<file path="src/rtl/spi_chan_master.sv">
module spi_chan_master #(
  parameter int MAX_W    = 16,
  parameter int DIV_MAX  = 12,
  parameter int SRST_CYC = 4
)(
  input  logic        clk,
  input  logic        rst_n,
  input  logic [2:0]  bus_addr,
  input  logic        bus_wr,
  input  logic        bus_rd,
  input  logic [31:0] bus_wdata,
  output logic [31:0] bus_rdata,
  output logic        sclk,
  output logic        mosi,
  input  logic        miso,
  output logic        cs_pin
);
  localparam int HCW = DIV_MAX + 1;
  localparam int ECW = $clog2(2 * MAX_W);
  localparam int IW  = $clog2(MAX_W);
  localparam int SCW = $clog2(SRST_CYC + 1);
  localparam logic [4:0] WL_TOP  = 5'(MAX_W - 1);
  localparam logic [3:0] DIV_TOP = 4'(DIV_MAX);
  localparam logic [2:0] A_CONF = 3'd0, A_STAT = 3'd1, A_CTRL = 3'd2,
                         A_TX = 3'd3, A_RX = 3'd4, A_SYS = 3'd5;

  logic             c_pha, c_pol, c_epol, c_force;
  logic [3:0]       c_div;
  logic [4:0]       c_wl;
  logic [1:0]       c_trm;
  logic             en, busy, sclk_r, armed;
  logic [MAX_W-1:0] tx_buf, rx_buf, tsh, rsh;
  logic             tx_full, rx_full;
  logic [HCW-1:0]   hcnt;
  logic [ECW-1:0]   ecnt;
  logic [SCW-1:0]   srst_cnt;

  wire wr_conf = bus_wr && bus_addr == A_CONF;
  wire wr_ctrl = bus_wr && bus_addr == A_CTRL;
  wire wr_tx   = bus_wr && bus_addr == A_TX;
  wire wr_sys  = bus_wr && bus_addr == A_SYS;
  wire rd_rx   = bus_rd && bus_addr == A_RX;

  wire srst_go  = (wr_sys && bus_wdata[0]) || (srst_cnt != '0);
  wire rst_done = (srst_cnt == '0);

  wire rx_mode = (c_trm == 2'b01);
  wire tx_mode = (c_trm == 2'b10);

  logic [4:0] wl_eff;
  logic [3:0] div_eff;
  assign wl_eff  = (c_wl < 5'd3) ? 5'd3 : ((c_wl > WL_TOP) ? WL_TOP : c_wl);
  assign div_eff = (c_div > DIV_TOP) ? DIV_TOP : c_div;

  logic [HCW-1:0] half_lim;
  assign half_lim = (HCW'(1) << div_eff) - HCW'(1);

  wire tick      = (hcnt == half_lim);
  wire leading   = ~ecnt[0];
  wire samp      = leading ^ c_pha;
  wire shift_ev  = ~samp && !(c_pha && ecnt == '0);
  wire last_edge = (int'(ecnt) == 2 * int'(wl_eff) + 1);
  wire start     = en && !busy &&
                   (rx_mode ? ((tx_full || armed) && !rx_full) : tx_full);

  logic [MAX_W-1:0] rsh_next;
  assign rsh_next = {rsh[MAX_W-2:0], miso};

  always_ff @(posedge clk) begin
    if (!rst_n) srst_cnt <= '0;
    else if (wr_sys && bus_wdata[0]) srst_cnt <= SCW'(SRST_CYC);
    else if (srst_cnt != '0) srst_cnt <= srst_cnt - 1'b1;
  end

  always_ff @(posedge clk) begin
    if (!rst_n || srst_go) begin
      c_pha   <= 1'b0;
      c_pol   <= 1'b0;
      c_div   <= 4'd0;
      c_epol  <= 1'b1;
      c_wl    <= 5'd7;
      c_trm   <= 2'b00;
      c_force <= 1'b0;
      en      <= 1'b0;
      busy    <= 1'b0;
      sclk_r  <= 1'b0;
      armed   <= 1'b0;
      tx_buf  <= '0;
      rx_buf  <= '0;
      tsh     <= '0;
      rsh     <= '0;
      tx_full <= 1'b0;
      rx_full <= 1'b0;
      hcnt    <= '0;
      ecnt    <= '0;
    end else begin
      if (wr_conf) begin
        c_pha   <= bus_wdata[0];
        c_pol   <= bus_wdata[1];
        c_div   <= bus_wdata[5:2];
        c_epol  <= bus_wdata[6];
        c_wl    <= bus_wdata[11:7];
        c_trm   <= bus_wdata[13:12];
        c_force <= bus_wdata[20];
      end
      if (wr_ctrl) en <= bus_wdata[0];
      if (!rx_mode || !en) armed <= 1'b0;
      if (rd_rx) rx_full <= 1'b0;

      if (!en) begin
        busy   <= 1'b0;
        sclk_r <= c_pol;
      end else if (!busy) begin
        sclk_r <= c_pol;
        if (start) begin
          busy    <= 1'b1;
          hcnt    <= '0;
          ecnt    <= '0;
          tsh     <= tx_full ? tx_buf : '0;
          tx_full <= 1'b0;
          rsh     <= '0;
          if (rx_mode) armed <= 1'b1;
        end
      end else if (tick) begin
        hcnt   <= '0;
        sclk_r <= ~sclk_r;
        ecnt   <= ecnt + 1'b1;
        if (samp) rsh <= rsh_next;
        if (shift_ev) tsh <= tsh << 1;
        if (last_edge) begin
          busy <= 1'b0;
          if (!tx_mode) begin
            rx_buf  <= samp ? rsh_next : rsh;
            rx_full <= 1'b1;
          end
        end
      end else begin
        hcnt <= hcnt + 1'b1;
      end

      if (wr_tx) begin
        tx_buf  <= bus_wdata[MAX_W-1:0];
        tx_full <= 1'b1;
      end
    end
  end

  assign sclk   = sclk_r;
  assign mosi   = tsh[wl_eff[IW-1:0]];
  assign cs_pin = c_force ^ c_epol;

  always_comb begin
    case (bus_addr)
      A_CONF:  bus_rdata = {11'b0, c_force, 6'b0, c_trm, c_wl, c_epol, c_div, c_pol, c_pha};
      A_STAT:  bus_rdata = {29'b0, !busy && !tx_full, !tx_full, rx_full};
      A_CTRL:  bus_rdata = {31'b0, en};
      A_RX:    bus_rdata = {{(32-MAX_W){1'b0}}, rx_buf};
      A_SYS:   bus_rdata = {31'b0, rst_done};
      default: bus_rdata = 32'b0;
    endcase
  end

  a_r3_sclk_idle_level: assert property (@(posedge clk) disable iff (!rst_n)
    (!busy && !srst_go) |=> (sclk == $past(c_pol)));

  a_r8_txonly_no_rx: assert property (@(posedge clk) disable iff (!rst_n)
    (tx_mode && !rx_full) |=> !rx_full);

  a_r9_rx_stall: assert property (@(posedge clk) disable iff (!rst_n)
    (rx_mode && rx_full && !busy) |=> !busy);

  a_r10_reset_busy: assert property (@(posedge clk) disable iff (!rst_n)
    (wr_sys && bus_wdata[0]) |=> (bus_addr != A_SYS || bus_rdata[0] == 1'b0) && !rst_done);

  a_r6_tx_write_clears_empty: assert property (@(posedge clk) disable iff (!rst_n)
    (wr_tx && srst_cnt == '0) |=> tx_full);

  a_r7_disabled_idle: assert property (@(posedge clk) disable iff (!rst_n)
    (!en && !srst_go) |=> !busy);
endmodule

</file>
<file path="config.mk">
export PLATFORM = sky130hd
export DESIGN_NAME = spi_chan_master
export DESIGN_NICKNAME = d
export VERILOG_FILES = /design/src/rtl/spi_chan_master.sv
export SDC_FILE = /design/constraint.sdc
export NUM_CORES = 1
export LEC_CHECK = 0
export ABC_AREA = 1
export ABC_CLOCK_PERIOD_IN_PS = 3160
export BUFFER_PORTS_ARGS = -buffer_cell sky130_fd_sc_hd__buf_2
export CAP_MARGIN = 20
export CORE_ASPECT_RATIO = 0.7
export CORE_MARGIN = 2
export CORE_UTILIZATION = 39
export DETAILED_ROUTE_END_ITERATION = 10
export PLACE_DENSITY_LB_ADDON = 0.05
export SKIP_LAST_GASP = 1
export SLEW_MARGIN = 15
export SYNTH_ARGS = -nofsm -noshare
export SYNTH_HDL_FRONTEND = slang
export SYNTH_SLANG_ARGS = --single-unit
</file>
<file path="constraint.sdc">
create_clock -name clk -period 3.16 [get_ports clk]
set_clock_uncertainty 0.2 [all_clocks]
set_input_delay 0.474 -clock clk [delete_from_list [all_inputs] [get_ports clk]]
set_output_delay 0.474 -clock clk [all_outputs]
set_load 0.005 [all_outputs]
</file>
Yosys cells after proc, flatten, opt, wreduce, memory -nomap -nowiden
Index checks and enable logic that the tools add are counted.
{"block": "totals", "regBits": 106, "latchBits": 0, "ram_bits": 0, "mem_bits_ro": 0, "output_inout_bits": 35, "word_cells": 136, "mem_count": 0}
{"block": "op_classes", "addsub": 5, "n_mul": 0, "n_div": 0, "n_lt_le_gt_ge": 4, "eq_ne": 13, "n_shift": 1, "n_mux": 46, "bitwise": 8, "reduce_logical": 38}
{"cell": "$mux W16", "n": 9}
{"cell": "$pmux W21 S5", "n": 1}
{"cell": "$mux W13", "n": 3}
{"cell": "$mux W5", "n": 5}
{"cell": "$mux W1", "n": 24}
{"cell": "$add A13 B1 Y13 const B", "n": 1}
{"cell": "$eq A13 B13 Y1", "n": 1}
{"cell": "$shl A1 B4 Y13 const A", "n": 1}
{"cell": "$sub A13 B2 Y13 const B", "n": 1}
{"cell": "$logic_and A1 B1 Y1", "n": 12}
{"cell": "$reduce_bool A2 Y1", "n": 4}
{"cell": "$add A6 B1 Y7 const B", "n": 1}
{"cell": "$eq A5 B7 Y1", "n": 1}
{"cell": "$logic_not A1 Y1", "n": 7}
{"cell": "$eq A3 B2 Y1 const B", "n": 2}
{"cell": "$eq A3 B3 Y1 const B", "n": 2}
{"cell": "$logic_not A3 Y1", "n": 2}
{"cell": "$mux W3", "n": 2}
{"cell": "$ne A2 B1 Y1 const B", "n": 3}
{"cell": "$not A1 Y1", "n": 6}
{"cell": "$reduce_and A3 Y1", "n": 2}
{"cell": "$add A5 B1 Y5 const B", "n": 1}
{"cell": "$gt A5 B4 Y1 const B", "n": 1}
{"cell": "$logic_not A5 Y1", "n": 1}
{"cell": "17 further kinds", "n": 22}

Depth between registers and ports, before layout
Gate-level depths: netlist of the first run.
{"block": "depth", "ltp_word": 9, "depth_mapped": 19}

Least setup slack after synthesis of the first run
No wires, ideal clock.
{"block": "synth_path", "path_kind": "reg-to-reg", "from": "reg c_div[3]", "to": "reg rx_buf[6]", "arrival_time_ps": 2146, "required_time_ps": 2846, "slack_ps": 700, "path_stages_with_launch": 19, "synth_period_minus_slack_ps": 2460, "path_cell_list": "dfxtp_1 > nor2_2 > nand2_1 > ha_1 > inv_1 > nand2_1 > nand2_1 > nand2_1 > nand2_1 > nand2_1 > nor2_1 > nand2_1 > nor2_4 > nand3_4 > nor2_8 > inv_2 > buf_6 > nor2_1 > nor2_1"}
{"block": "synth_via", "elab_chain_len": 6}
{"element": "from (decl)", "line_no": "28", "source": "logic [3:0] c_div;"}
{"element": "from (signal assigned)", "line_no": "100", "source": "c_div <= bus_wdata[5:2];"}
{"element": "$gt A4 B4 Y1", "line_no": "53", "source": "assign div_eff = (c_div > DIV_TOP) ? DIV_TOP : c_div;"}
{"element": "$mux W4 *", "line_no": "53"}
{"element": "$shl A1 B4 Y13 *", "line_no": "56", "source": "assign half_lim = (HCW'(1) << div_eff) - HCW'(1);"}
{"element": "$sub A13 B2 Y13 *", "line_no": "56"}
{"element": "$eq A13 B13 Y1 *", "line_no": "58", "source": "wire tick = (hcnt == half_lim);"}
{"element": "$reduce_and A5 Y1 (no line) *"}
{"element": "to (signal assigned)", "line_no": "133", "source": "rx_buf <= samp ? rsh_next : rsh;"}
{"element": "to (decl)", "line_no": "32", "source": "logic [MAX_W-1:0] tx_buf, rx_buf, tsh, rsh;"}
Mark *: on every way between the ends. The rest lies on a longest branch, timed or not.
A chain may end at the register's enable or synchronous reset.

Final worst setup path of the first run
{"block": "layout_path", "from": "reg c_wl[4]", "to": "out mosi"}
{"block": "layout_via", "elab_chain_len": 5}
{"element": "from (decl)", "line_no": "29", "source": "logic [4:0] c_wl;"}
{"element": "from (signal assigned)", "line_no": "102", "source": "c_wl <= bus_wdata[11:7];"}
{"element": "$gt A5 B4 Y1", "line_no": "52", "source": "assign wl_eff = (c_wl < 5'd3) ? 5'd3 : ((c_wl > WL_TOP) ? WL_TOP : c_wl);"}
{"element": "$mux W5", "line_no": "52"}
{"element": "$mux W5 *", "line_no": "52"}
{"element": "$bmux W1 S4 *", "line_no": "149", "source": "assign mosi = tsh[wl_eff[IW-1:0]];"}
{"element": "$mux W1 (implied by the code) *", "line_no": "149"}
{"element": "to (decl)", "line_no": "14", "source": "output logic mosi,"}
Mark *: on every way between the ends. The rest lies on a longest branch, timed or not. The select of a mux whose other input is x is not followed.

==> results of run 1 <==
-- worst max-delay path: cells and delay by family (launching register included) --
| kind | cells | cell delay [ns] |
|---|---|---|
| AOI/OAI and AO/OA | 1 | 0.13 |
| buffers and inverters | 2 | 0.31 |
| DFF | 1 | 0.36 |
| and+or+nand+nor | 6 | 0.98 |
-- cell families after synthesis --
logic type,share of synthesized area [%]
other,0.06538
adders and majority gates,1.527
buffers and inverters,10.73
AOI/OAI and AO/OA,20.48
DFF,37.00
xor gates and xnor gates,0.7637
muxes,0.3708
and+or+nand+nor,29.06
-- path summary, 6_finish.rpt --
path                  from          to  depth (start not counted)
max                c_wl[4]        mosi                          9
min          bus_wdata[20]     c_force                          3
max reg2reg       c_div[2]   rx_buf[9]                         17
min reg2reg     tx_buf[12]  tx_buf[12]                          2
-- metrics by stage --
step                total power, mW  util, %  hold WS, ns  setup slack [ns]
finish                        3.232    44.21       0.1567            0.3270
global route                  3.405    44.21       0.1616           0.04942
CTS                           3.277    44.19       0.1391            0.3108
detailed placement            2.093    42.12       0.2541            0.3143
global placement              2.075    42.12       0.2463            0.3392
floorplan                     1.889        -       0.2355            0.7003
-- sequential cells by signal, summed over array words and instances (netlist names) --
register,count
tsh,16
en,1
c_trm,2
c_pha,1
srst_cnt,3
c_force,1
rx_full,1
c_pol,1
c_epol,1
c_wl,5
hcnt,13
tx_buf,16
ecnt,5
sclk,1
c_div,4
rx_buf,16
tx_full,1
busy,1
rsh,16
armed,1
-- power by group through the flow --
stage | Clock [mW] | Combinational (mW) | Sequential [mW]
after floorplan | 0 | 0.475 | 1.41
after CTS | 1.21 | 0.676 | 1.39
after global routing | 1.25 | 0.762 | 1.39
after global placement | 0 | 0.657 | 1.42
after detailed placement | 0 | 0.673 | 1.42
final | 1.17 | 0.670 | 1.39
-- timing repair --
item,4_1_cts,5_1_grt
resized for setup,0,1
endpoints found under the hold margin,0,0
setup endpoints to repair,0,5
setup buffers,0,0
-- final cells by class --
class                           instances  area (um2)  area share [%]
Sequential cell                       106        2122           33.02
Clock inverter                          6       72.57           1.129
Clock buffer                           10       229.0           3.563
Multi-Input combinational cell        623        3063           47.66
Timing Repair Buffer                   62       380.4           5.919
Tap cell                              195       244.0           3.797
Inverter                               84       315.3           4.907
-- synthesized netlist by cell type, types with 2 or more instances --
library cell / instances / area share [%]
clkbuf_1: 33 / 2.2
inv_1: 78 / 5.1
nand4_1: 5 / 0.55
nand3_1: 74 / 6.5
o211ai_1: 4 / 0.52
inv_2: 5 / 0.33
o21a_1: 2 / 0.26
dfxtp_1: 106 / 37
buf_2: 6 / 0.52
buf_4: 16 / 2.1
o21ai_0: 43 / 3.8
xnor2_1: 2 / 0.31
a21oi_1: 73 / 6.4
buf_6: 2 / 0.39
xor2_1: 3 / 0.46
nor2_2: 3 / 0.33
o22ai_1: 11 / 1.2
nor3_1: 4 / 0.35
nor2_1: 127 / 8.3
o21bai_1: 18 / 2.4
ha_1: 7 / 1.5
o21ai_1: 4 / 0.35
o221ai_1: 7 / 1.1
a22oi_1: 30 / 3.9
nand2_2: 3 / 0.33
nor2_4: 2 / 0.39
nand2_1: 175 / 11
-- per-layer routing --
metal  vias up  wire length (um)  GRT usage (%)
met5         -                 0              0
met4         0               175          5.646
met3        12               798          4.805
met2       128              6788          31.96
met1      2640              8203          31.02
li1       2861                 -              -
==> impl_metrics.toml, run 1 <==
[run_status]
status = "finished clean"

[cells_and_area]
fillers = 1529
nNetsFinal = 933
area_growth_pct = 12.04
instances_no_fill = 1086
drive_gt1_share_pct = 11.00
layout_commonest_cell = "nand2_1"
finalInstanceArea_mm2 = 0.006426
layout_common_cells = "nand2_1 (175), nor2_1 (125), dfxtp_1 (106), inv_1 (78), nand3_1 (74)"
diodes = 0

[critical_path]
arrival_ns = 2.16
crit_path_frequent_cell = "nand3_1"
crit_path_start_kind = "flop"
worstPathCellList = "nor2_2 > nand3_1 > nand3_1 > inv_1 > nor2_1 > o221ai_1 > nand3_1 > nand2_1 > buf_2"
end_kind = "output pin"
worstSetupPathType = "flop to output pin"
cp_slowest_cell = "dfxtp_1"
cp_data_required_time_ns = 2.49
critical_path.max_stage_delay_ns = 0.36
rrSetupSlack_ns = 0.38
crit_fanout = 8

[synthesis]
ys_seq_area_share_pct = 37.00
ys.flop_type = "dfxtp_1"
synthesis.instances = 857
synth_area_mm2 = 0.005736
ys.warnings.count = 0
ys_types = 41
synth-edff-count = 0
synth_seq_cells = 106
synth_area_per_cell_um2 = 6.693
postSynth.asyncResetShare_pct = 0

[floorplanning]
rows = 37
start_util_pct = 39.46
chipHeight_um = 105.5
fp.dieW_um = 148.9
io_pins = 75
coreArea_mm2 = 0.01454
dieArea_mm2 = 0.01571

[route]
num_vias = 5641
totalWireLength_mm = 15.97
viasPerCell = 5.194
route.detailed.drc = 0
ant_nets = 0
drt_iter0_drc = 451
dr.pass1.iters = 5
wl_per_cell_um = 14.70

[placement]
placed_area_mm2 = 0.006122
dp_hpwl_mm = 11.34
post-place-cells = 1070
gp_congestion = 0.8315
portBuffers = 44

[grt]
grt_pass1_wl_mm = 26.63
track_usage_pct = 21.41
grt-ovfl-total = 0
grt_max_degree = 52
antenna_found_initial = 0
grt_pass1_vias = 5237

[timing]
period_share_pct = 89.65
max_slew_margin_pct = 60.66
finalSetupTns_ns = 0
finalHoldViolCount = 0
tightest_slew_ns = 0.5886
finalSetupViolCount = 0
max_freq_ghz = 0.3530
rsz0062_at_grt = "false"
period_needed_ns = 2.833
drv_slew = 0

[power_and_ir_drop]
powerDensity_mw_per_mm2 = 502.9
ir_worst_vdd_mv = 0.2343
p_leak_nw = 2.748
combPwrFrac_pct = 20.7
seqPwrFrac_pct = 42.9
clkPwrFrac_pct = 36.3
switchingPower_mw = 1.034
p_int_mw = 2.198
swShare_pct = 31.98

[worst_hold_path]
hold_path_class = "primary input to flop"

[cts]
cts_num_sinks = 106
clock_latency_ns = 0.36
clk_pin_slew_ns = 0.08
cts.htree.levels = 3
cts_max_path_buffers = 2
cts_tree = "done"
cts_inserted_buffers = 9
root_buffer = "clkbuf_16"
cts_hold_buf = 0

[flow_run]
max_cap_viol_count = 0
(Power assumes the default switching activity.)
==> run 2, diff against run 1 <==
--- a/config.mk
+++ b/config.mk
@@ -5,7 +5,6 @@
 export SDC_FILE = /design/constraint.sdc
 export NUM_CORES = 1
 export LEC_CHECK = 0
-export ABC_AREA = 1
 export ABC_CLOCK_PERIOD_IN_PS = 3160
 export BUFFER_PORTS_ARGS = -buffer_cell sky130_fd_sc_hd__buf_2
 export CAP_MARGIN = 20
@@ -14,6 +13,7 @@
 export CORE_UTILIZATION = 39
 export DETAILED_ROUTE_END_ITERATION = 10
 export PLACE_DENSITY_LB_ADDON = 0.05
+export RECOVER_POWER = 100
 export SKIP_LAST_GASP = 1
 export SLEW_MARGIN = 15
 export SYNTH_ARGS = -nofsm -noshare
==> run 2 against run 1 <==
Against the previous run: the run now ends with setup timing left; global-route usage shrank 0.12 points; utilization rose by 3.5 points; routed wire length is 4.9% higher; sequential share of layout area is 2.9 points lower; maximum frequency is 16% lower; design area increased by 9.7%; final cell count shrank 11%; critical path type is now flop to flop; critical endpoint is now tsh[11].
==> impl_metrics.toml, run 2 <==
[cts]
cts_max_path_buffers = 2
cts.htree.levels = 3
clock_latency_ns = 0.35
clk_pin_slew_ns = 0.08
cts_hold_buf = 0
cts_num_sinks = 106
root_buffer = "clkbuf_16"
cts_tree = "done"
cts_inserted_buffers = 9

[grt]
antenna_found_initial = 0
grt_pass1_wl_mm = 27.16
grt_pass1_vias = 5107
track_usage_pct = 21.29
grt_max_degree = 61
grt-ovfl-total = 0

[flow_run]
max_cap_viol_count = 0

[critical_path]
arrival_ns = 3.37
worstPathCellList = "or4_4 > ha_4 > or3b_4 > o21ai_2 > a2111oi_2 > or4_4 > o41ai_4 > buf_6 > buf_12 > buf_4 > a211oi_2"
cp_data_required_time_ns = 3.16
crit_path_frequent_cell = "or4_4"
crit_fanout = 15
crit_path_start_kind = "flop"
critical_path.max_stage_delay_ns = 0.55
rrSetupSlack_ns = -0.21
endpoint = "tsh[11]"
cp_slowest_cell = "or4_4"
r2r-start = "c_div[0]"
worstSetupPathType = "flop to flop"
end_kind = "flop"
rr_endpoint = "tsh[11]"
rr_worst_depth = 11
startpoint = "c_div[0]"

[placement]
gp_congestion = 0.8015
portBuffers = 44
post-place-cells = 943
dp_hpwl_mm = 11.46
dp_slack_ns = -0.2079
placed_area_mm2 = 0.006526

[synthesis]
synth_area_mm2 = 0.005921
ys_seq_area_share_pct = 35.84
ys.warnings.count = 0
ys_types = 69
synth_top_cell_area_share_pct = 35.84
yosys-top-cells-count = "nand2_1 (108), dfxtp_1 (106), nor2_1 (73)"
ys.flop_type = "dfxtp_1"
postSynth.asyncResetShare_pct = 0
synth_area_leaders = "dfxtp_1 (36%), nand2_1 (6.8%), mux2i_1 (6.4%)"
synthesis.instances = 726
synth_area_per_cell_um2 = 8.155
synth-edff-count = 0
yosysTopAreaCell = "dfxtp_1"
post-synth-top-count-cell = "nand2_1"
synth_seq_cells = 106

[floorplanning]
fp.dieW_um = 151.3
dieArea_mm2 = 0.01620
io_pins = 75
start_util_pct = 40.09
rows = 37
coreArea_mm2 = 0.01477
chipHeight_um = 107.1

[timing]
period_needed_ns = 3.369
finalSetupViolCount = 53
drv_slew = 0
setup_slack_ns = -0.2090
period_share_pct = 106.6
finalHoldViolCount = 0
max_freq_ghz = 0.2968
rsz0062_at_grt = "true"
max_slew_margin_pct = 37.45
tightest_slew_ns = 0.9377

[cells_and_area]
layout_commonest_cell = "nand2_1"
instances_no_fill = 969
fillers = 1446
finalInstanceArea_mm2 = 0.007047
drive_gt1_share_pct = 24.16
final_util_pct = 47.72
nNetsFinal = 817
diodes = 0
area_growth_pct = 19.02
layout_common_cells = "nand2_1 (108), dfxtp_1 (105), nor2_1 (59), a21oi_1 (54), mux2i_1 (38)"

[route]
ant_nets = 0
route.detailed.drc = 0
totalWireLength_mm = 16.75
wl_per_cell_um = 17.29
viasPerCell = 5.433
drt_iter0_drc = 300
dr.pass1.iters = 5
num_vias = 5265

[power_and_ir_drop]
p_int_mw = 2.090
ir_worst_vdd_mv = 0.2683
clkPwrFrac_pct = 35.2
combPwrFrac_pct = 19.7
p_total_mw = 3.054
p_leak_nw = 2.541
switchingPower_mw = 0.9643
seqPwrFrac_pct = 45.1
powerDensity_mw_per_mm2 = 433.4
swShare_pct = 31.58

[worst_hold_path]
hp-start = "bus_wdata[14]"
hold_path_class = "primary input to flop"

[run_status]
status = "finished, violations left"
violations = "setup timing"
## run 2: how the worst min path moves through the flow
| stage | end | depth (start not counted) | slack (ns) |
|---|---|---|---|
| 2_1_floorplan | tx_buf[10] | 2 | 0.23 |
| 4_1_cts | c_wl[2] | 3 | 0.16 |
| 5_1_grt | c_wl[2] | 3 | 0.17 |
| 6_report | tx_buf[14] | 3 | 0.16 |
| 3_5_place_dp | tx_buf[11] | 2 | 0.25 |
| 3_3_place_gp | tx_buf[2] | 2 | 0.24 |
## run 2: kinds of logic after synthesis
logic type | count (synthesis) | share of synthesized area (%)
compound gates | 166 | 20.12
buf+inv | 87 | 7.354
mux | 40 | 7.185
simple gates | 306 | 26.04
other cells | 1 | 0.06334
fa+ha+maj | 7 | 1.479
flops | 106 | 35.84
xor+xnor | 13 | 1.923
## run 2: power groups by stage
stage	logic [mW]	clock network, mW	registers (mW)
detailed placement	0.598	0	1.41
floorplan	0.428	0	1.40
global route	0.670	1.16	1.38
CTS	0.601	1.11	1.38
finish	0.602	1.07	1.38
global placement	0.589	0	1.41
## run 2: what timing repair did
action / in CTS / in global routing
endpoints found under the setup margin: 52 / 64
gates resized for setup: 3 / 12
pin swaps: 2 / 1
setup buffers: 4 / 0
cloned: 3 / 4
## run 2: area by class of cell
| type | instances | area [um2] | share of cell area, % |
|---|---|---|---|
| multi-input combinational | 547 | 3607 | 51.19 |
| timing repair buffer | 92 | 747.0 | 10.60 |
| clock inverter | 6 | 47.55 | 0.6747 |
| sequential | 106 | 2123 | 30.13 |
| inverter | 14 | 52.55 | 0.7457 |
| tap | 195 | 244.0 | 3.462 |
| clock buffer | 9 | 225.2 | 3.196 |
## run 2: routing by layer
metal	vias up	GRT usage (%)	part of all wire [%]
li1	2618	-	-
met1	2548	32.35	54
met2	90	31.80	43
met3	9	3.234	3.1
met4	0	4.005	0.61
met5	-	0	0
## run 2: worst max-delay path: cells and delay by family (launching register included)
kind | cells | cell delay (ns)
AO/OA/AOI/OAI | 4 | 0.63
AND/OR/NAND/NOR | 3 | 1.38
adder cells (fa/ha/maj) | 1 | 0.19
flip-flops | 1 | 0.32
buffers and inverters | 3 | 0.48
## run 2: per-stage QoR
stage          TNS, ns  hold slack [ns]
2_1_floorplan   -2.348           0.2319
3_3_place_gp    -3.041           0.2378
3_5_place_dp    -4.201           0.2470
4_1_cts         -5.633           0.1564
5_1_grt         -14.60           0.1710
6_report        -6.633           0.1619
